## src/rtl/wdt_pkg.sv

```systemverilog
package wdt_pkg;

  // Period in clock edges: a power of two less a small power of two.
  function automatic int unsigned timeout_cycles(input int unsigned big_exp,
                                                 input int unsigned small_exp);
    return (32'd1 << big_exp) - (32'd1 << small_exp);
  endfunction

  // Reasons the count may be held.
  typedef struct packed {
    logic by_cfg;    // configuration disable bit
    logic by_lock;   // sticky high-voltage monitor lock
    logic by_probe;  // blank-vector monitor with test voltage present
  } wdt_hold_t;

endpackage

```

## src/rtl/wdt_bus_port.sv

```systemverilog
module wdt_bus_port #(
  parameter int ADDR_W = 16,
  parameter int VEC_W  = 8
) (
  input  logic [ADDR_W-1:0] bus_addr,
  input  logic              bus_wr,
  input  logic              bus_rd,
  input  logic [VEC_W-1:0]  rst_vec_lo,
  output logic              svc,
  output logic [VEC_W-1:0]  rd_data
);

  logic top_hit;

  // Top of the memory map: every address bit set.
  assign top_hit = &bus_addr;
  assign svc     = bus_wr && top_hit;
  assign rd_data = (bus_rd && top_hit) ? rst_vec_lo : '0;

endmodule

```

## src/rtl/wdt_gate.sv

```systemverilog
module wdt_gate
  import wdt_pkg::*;
(
  input  logic      clk,
  input  logic      por_n,
  input  logic      cop_dis,
  input  logic      mon_hv_entry,
  input  logic      mon_blank,
  input  logic      tst_hv,
  output wdt_hold_t hold,
  output logic      run
);

  logic lock_q;

  // Sticky lock: only power-on reset releases it.
  always_ff @(posedge clk or negedge por_n) begin
    if (!por_n)            lock_q <= 1'b0;
    else if (mon_hv_entry) lock_q <= 1'b1;
  end

  always_comb begin
    hold.by_cfg   = cop_dis;
    hold.by_lock  = lock_q;
    hold.by_probe = mon_blank && tst_hv;
    run           = !(hold.by_cfg || hold.by_lock || hold.by_probe);
  end

  // once set, the lock survives until power-on reset
  p_lock_sticky_r9: assert property (@(posedge clk) disable iff (!por_n)
    lock_q |=> lock_q);

  // an entry pulse always leaves the watchdog held on the next cycle
  p_entry_locks_r9: assert property (@(posedge clk) disable iff (!por_n)
    mon_hv_entry |=> !run);

endmodule

```

## src/rtl/wdt_count_core.sv

```systemverilog
module wdt_count_core #(
  parameter int CNT_W = 18,
  parameter logic [CNT_W-1:0] LONG_T  = '1,
  parameter logic [CNT_W-1:0] SHORT_T = '1
) (
  input  logic clk,
  input  logic rst_n,
  input  logic run,
  input  logic svc,
  input  logic rate_short,
  output logic expire_q
);

  logic [CNT_W-1:0] cnt_q;
  logic [CNT_W-1:0] term_sel;
  logic             at_last;

  assign term_sel = rate_short ? SHORT_T : LONG_T;
  // >= guards against a rate switch that leaves the count past the new end.
  assign at_last  = (cnt_q >= (term_sel - 1'b1));

  always_ff @(posedge clk or negedge rst_n) begin
    if (!rst_n) begin
      cnt_q    <= '0;
      expire_q <= 1'b0;
    end else begin
      expire_q <= 1'b0;
      if (svc) begin
        cnt_q <= '0;
      end else if (run) begin
        if (at_last) begin
          cnt_q    <= '0;
          expire_q <= 1'b1;
        end else begin
          cnt_q <= cnt_q + 1'b1;
        end
      end
    end
  end

  // the request lasts a single cycle
  p_req_single_r6: assert property (@(posedge clk) disable iff (!rst_n)
    expire_q |=> !expire_q);

  // a service write clears the count and no request follows
  p_svc_clears_r3: assert property (@(posedge clk) disable iff (!rst_n)
    svc |=> (cnt_q == '0) && !expire_q);

  // a held counter neither moves nor fires
  p_hold_stable_r5: assert property (@(posedge clk) disable iff (!rst_n)
    (!run && !svc) |=> ($stable(cnt_q) && !expire_q));

  // the count never reaches the long terminal value
  p_cnt_range_r2: assert property (@(posedge clk) disable iff (!rst_n)
    cnt_q < LONG_T);

endmodule

```

## src/rtl/wdt_vector_cop.sv

```systemverilog
module wdt_vector_cop #(
  parameter int ADDR_W    = 16,
  parameter int VEC_W     = 8,
  parameter int LONG_EXP  = 18,
  parameter int SHORT_EXP = 13,
  parameter int SUB_EXP   = 4
) (
  input  logic              clk,
  input  logic              rst_n,
  input  logic              por_n,
  input  logic              rate_short,
  input  logic              cop_dis,
  input  logic              mon_hv_entry,
  input  logic              mon_blank,
  input  logic              tst_hv,
  input  logic [ADDR_W-1:0] bus_addr,
  input  logic              bus_wr,
  input  logic              bus_rd,
  input  logic [VEC_W-1:0]  rst_vec_lo,
  output logic              cop_rst_req,
  output logic [VEC_W-1:0]  rd_data
);

  import wdt_pkg::*;

  localparam int CNT_W = LONG_EXP;
  localparam int unsigned LONG_CYC  = timeout_cycles(LONG_EXP, SUB_EXP);
  localparam int unsigned SHORT_CYC = timeout_cycles(SHORT_EXP, SUB_EXP);
  localparam logic [CNT_W-1:0] LONG_T  = CNT_W'(LONG_CYC);
  localparam logic [CNT_W-1:0] SHORT_T = CNT_W'(SHORT_CYC);

  logic      svc;
  logic      run;
  wdt_hold_t hold;

  wdt_bus_port #(.ADDR_W(ADDR_W), .VEC_W(VEC_W)) u_bus (
    .bus_addr   (bus_addr),
    .bus_wr     (bus_wr),
    .bus_rd     (bus_rd),
    .rst_vec_lo (rst_vec_lo),
    .svc        (svc),
    .rd_data    (rd_data)
  );

  wdt_gate u_gate (
    .clk          (clk),
    .por_n        (por_n),
    .cop_dis      (cop_dis),
    .mon_hv_entry (mon_hv_entry),
    .mon_blank    (mon_blank),
    .tst_hv       (tst_hv),
    .hold         (hold),
    .run          (run)
  );

  wdt_count_core #(.CNT_W(CNT_W), .LONG_T(LONG_T), .SHORT_T(SHORT_T)) u_core (
    .clk        (clk),
    .rst_n      (rst_n),
    .run        (run),
    .svc        (svc),
    .rate_short (rate_short),
    .expire_q   (cop_rst_req)
  );

  // blank-vector monitor with test voltage present never lets a request out
  p_probe_quiet_r10: assert property (@(posedge clk) disable iff (!rst_n)
    (mon_blank && tst_hv) |=> !cop_rst_req);

  // read data is zero unless the top address is read
  p_rd_idle_zero_r4: assert property (@(posedge clk) disable iff (!rst_n)
    !bus_rd |-> (rd_data == '0));

  // in reset no request is shown
  always_comb begin
    if (!rst_n) p_reset_quiet_r8: assert (!cop_rst_req || $isunknown(cop_rst_req));
  end

endmodule

```

## config.mk

```make
export PLATFORM = sky130hd
export DESIGN_NAME = wdt_vector_cop
export DESIGN_NICKNAME = d
export VERILOG_FILES = /design/src/rtl/wdt_pkg.sv /design/src/rtl/wdt_bus_port.sv /design/src/rtl/wdt_gate.sv /design/src/rtl/wdt_count_core.sv /design/src/rtl/wdt_vector_cop.sv
export SDC_FILE = /design/constraint.sdc
export NUM_CORES = 1
export LEC_CHECK = 0
export BUFFER_PORTS_ARGS = -buffer_cell sky130_fd_sc_hd__buf_2
export CORE_ASPECT_RATIO = 1.2
export CORE_UTILIZATION = 54
export CTS_CLUSTER_DIAMETER = 100
export DETAILED_ROUTE_END_ITERATION = 12
export GPL_ROUTABILITY_DRIVEN = 0
export MAX_ROUTING_LAYER = met4
export PLACE_DENSITY = 0.84
export SYNTH_ARGS = -nofsm -noshare
export SYNTH_HDL_FRONTEND = slang
export SYNTH_SLANG_ARGS = --single-unit
```

## constraint.sdc

```tcl
create_clock -name clk -period 5.4 [get_ports clk]
set_input_delay 0.54 -clock clk [delete_from_list [all_inputs] [get_ports clk]]
set_output_delay 0.54 -clock clk [all_outputs]
set_load 0.01 [all_outputs]
```

==> flow_metrics.env <==
export IMPL_die_height_um=56.0
export IMPL_path_cells="buf_2 -> nand4_1 -> nor4_1 -> and3_1 -> buf_2"
export IMPL_design_area_sq_um=1580
export IMPL_muxShareOfSynthArea=0
export IMPL_mostFrequentLayoutCells="sky130_fd_sc_hd__buf_2, sky130_fd_sc_hd__dfrtp_1, sky130_fd_sc_hd__nor3_1"
export IMPL_synth_compound_area_frac=0.0952
export IMPL_cts_sink_count=20
export IMPL_drt_iter0_markers=19
export IMPL_slew_violations=0
export IMPL_finalClockSkew_ns=0.00647
export IMPL_grt_util_met1=0.288
export IMPL_cellPowerDensity_nw_per_um2=190
export IMPL_grt_util_all_layers=0.279
export IMPL_io_pin_count=43
export IMPL_area_after_dpl_sq_um=1520
export IMPL_first_pass_grt_wire_length_mm=5.22
export IMPL_buffer_ports_inserted=42
export IMPL_clk_path_buf_depth=2
export IMPL_grt_overflow=0
export IMPL_die_area_sq_um=2630
export IMPL_starting_density_of_the_core=0.570
export IMPL_crit_path_max_incr_delay_ns=0.85
export IMPL_crit_type="input pin to output pin"
export IMPL_drt_pass1_iter_count=5
export IMPL_finalWorstSetupSlack_ns=2.90
export IMPL_area_growth_synth_to_final_pct=20.6
export IMPL_kind_of_cell_adding_the_most_delay_to_the_critical_path="simple AND/OR/NAND/NOR gates"
export IMPL_worst_path_max_delay_cell="sky130_fd_sc_hd__nor4_1"
export IMPL_cts_tree="yes"
export IMPL_via_density_per_instance=6.02
export IMPL_htree_levels=1
export IMPL_clkTransAtPathRegs_ns=0.12
export IMPL_grt_pass1_vias=1278
export IMPL_power_static_leakage_nw=0.813
export IMPL_final_common_cell="sky130_fd_sc_hd__buf_2"
export IMPL_synth_seq_area_share=0.381
export IMPL_nets_final=223
export IMPL_final_hold_viol_count=0
export IMPL_grt_max_degree=20
export IMPL_synth_fp_nets=181
export IMPL_synth_warnings=0
export IMPL_drtAntennaViolNets=0
export IMPL_globalRouteMet2Util=0.494
export IMPL_synth_simple_gate_area_frac=0.352
export IMPL_max_slew_margin=0.353
export IMPL_synthesis_area_per_instance_sq_um=9.32
export IMPL_detailroute_via_count=1283
export IMPL_top_usage_layer="met2"
export IMPL_antennaDiodeCount=0
export IMPL_unrepaired_setup_endpoints_after_global_routing="false"
export IMPL_synth_xor_xnor_area_share=0.0800
export IMPL_library_cells_used_by_synthesis=30
export IMPL_cpMostUsedCell="sky130_fd_sc_hd__buf_2"
export IMPL_post_dp_hpwl_mm=2.27
export IMPL_whs_ns=0.136
export IMPL_number_of_placement_rows=19
export IMPL_totalWireLength_mm=3.16
export IMPL_met3_usage=0.0227
export IMPL_synth_top_family_by_area="simple AND/OR/NAND/NOR gates"
export IMPL_post_synth_inst_count=141
export IMPL_maxCapViolCount=0
export IMPL_yosys_area_top_type_share=0.381
export IMPL_clock_latency_ns=0.32
export IMPL_cp_max_fo=9
export IMPL_post_synth_instance_area_sq_um=1310
export IMPL_cts_made_buffers=3
export IMPL_core_area_sq_um=2310
export IMPL_yosys_area_share_adder=0.0571
export IMPL_fraction_of_layout_instances_using_a_drive_strength_above_1=0.280
export IMPL_netlist_top_cell_by_area="sky130_fd_sc_hd__dfrtp_1"
export IMPL_startpoint_class_of_the_critical_path="input pin"
export IMPL_dp_worst_setup_slack_ns=2.90
export IMPL_totalNegativeSetupSlack_ns=0
export IMPL_critical_path_n_buffers_inverters=2
export IMPL_post_route_period_util=0.463
export IMPL_status="finished, final reports clean"
export IMPL_achievable_frequency_ghz=0.400
export IMPL_die_w_um=47.0
export IMPL_tightestPinTransition_ns=0.962
export IMPL_drcViolationCount=0
export IMPL_setup_violations_final=0
export IMPL_clock_root_buffer="sky130_fd_sc_hd__clkbuf_4"
export IMPL_shortest_period_the_worst_path_allows_ns=2.50
export IMPL_grt_antenna_before_repair=0
export IMPL_ys_seq_elements=20
export IMPL_setup_worst_path_end_class="output pin"
export IMPL_cp_required_ns=4.86
export IMPL_ir_worst_vdd_v=0.000119
export IMPL_worstHoldPathType="input pin to asynchronous set/reset pin"
export IMPL_yosys_top_cells_area="sky130_fd_sc_hd__dfrtp_1, sky130_fd_sc_hd__xor2_1, sky130_fd_sc_hd__and3_1"
export IMPL_cp_data_arrival_time_ns=1.96
export IMPL_report_power_total_uw=302
export IMPL_wire_per_inst_um=14.8
area by class of cell:
type | instances | area [sq um]
Clock buffer | 3 | 22.5
Clock inverter | 1 | 30.0
Fill cell | 199 | 722
Inverter | 1 | 3.75
Multi-Input combinational cell | 114 | 768
Sequential cell | 20 | 500
Tap cell | 31 | 38.8
Timing Repair Buffer | 43 | 220
routing by layer:
metal | wire length, um | share of wire
met1 | 1220 | 0.39
met2 | 1660 | 0.53
met3 | 190 | 0.060
met4 | 91 | 0.029
met5 | 0 | 0
stage by stage:
stage               std cells   util
global placement          208  0.660
global route              213  0.687
CTS                       213  0.687
detailed placement        208  0.660
floorplan                 141      -
finish                    213  0.687
power by group:
group	switching (mW)	internal [mW]	total, mW
Clock	0.0507	0.0751	0.126
Sequential	0.00177	0.151	0.153
Combinational	0.0107	0.0118	0.0225
kinds of logic after synthesis:
logic type	Yosys count
adders and majority gates	6
buffers and inverters	7
AOI/OAI and AO/OA	15
and+or+nand+nor	81
DFF	20
xor gates and xnor gates	12
flip-flops by register name (all words and copies together) (netlist names):
name,count
u_gate.lock_q,1
u_core.expire_q,1
u_core.cnt_q,18
repair_timing:
item                                    CTS  global route
setup buffers                             0             0
endpoints found under the hold margin     1             0
endpoints found under the setup margin    0             0
hold buffers                              1             0
gates resized for setup                   0             0
path summary, 6_finish.rpt:
kind	from	endpoint	slack, ns	cells after the start
setup / recovery	bus_addr[4]	rd_data[3]	2.90	5
hold / removal	rst_n	u_core.cnt_q[7]	0.14	1
setup reg to reg	u_core.cnt_q[16]	u_core.cnt_q[5]	3.29	6
hold reg to reg	u_gate.lock_q	u_gate.lock_q	0.53	1
max in group asynchronous	por_n	u_gate.lock_q	4.80	2
min in group clk	mon_hv_entry	u_gate.lock_q	0.42	2
cells in the mapped netlist:
| cell type | instances |
|---|---|
| sky130_fd_sc_hd__buf_6 | 2 |
| sky130_fd_sc_hd__nor3_1 | 15 |
| sky130_fd_sc_hd__xnor2_1 | 1 |
| sky130_fd_sc_hd__nand4_4 | 1 |
| sky130_fd_sc_hd__or2_2 | 1 |
| sky130_fd_sc_hd__a221oi_4 | 1 |
| sky130_fd_sc_hd__inv_1 | 1 |
| sky130_fd_sc_hd__a21oi_1 | 5 |
| sky130_fd_sc_hd__buf_2 | 3 |
| sky130_fd_sc_hd__and3_1 | 14 |
| sky130_fd_sc_hd__a31oi_1 | 3 |
| sky130_fd_sc_hd__o211ai_1 | 2 |
| sky130_fd_sc_hd__and4_2 | 1 |
| sky130_fd_sc_hd__nor2_1 | 4 |
| sky130_fd_sc_hd__dfrtp_1 | 20 |
| sky130_fd_sc_hd__nor4_1 | 2 |
| sky130_fd_sc_hd__a211o_1 | 1 |
| sky130_fd_sc_hd__a21boi_0 | 1 |
| sky130_fd_sc_hd__ha_1 | 6 |
| sky130_fd_sc_hd__nand3_1 | 11 |
| sky130_fd_sc_hd__and2_1 | 4 |
| sky130_fd_sc_hd__nor2b_1 | 1 |
| sky130_fd_sc_hd__a211oi_1 | 1 |
| sky130_fd_sc_hd__xor2_1 | 11 |
| sky130_fd_sc_hd__clkbuf_1 | 1 |
| sky130_fd_sc_hd__nand2_1 | 11 |
| sky130_fd_sc_hd__nand2b_1 | 1 |
| sky130_fd_sc_hd__and4_1 | 3 |
| sky130_fd_sc_hd__nand4_1 | 12 |
| sky130_fd_sc_hd__a21oi_4 | 1 |
Note: power is estimated with default switching activity, not from simulation.
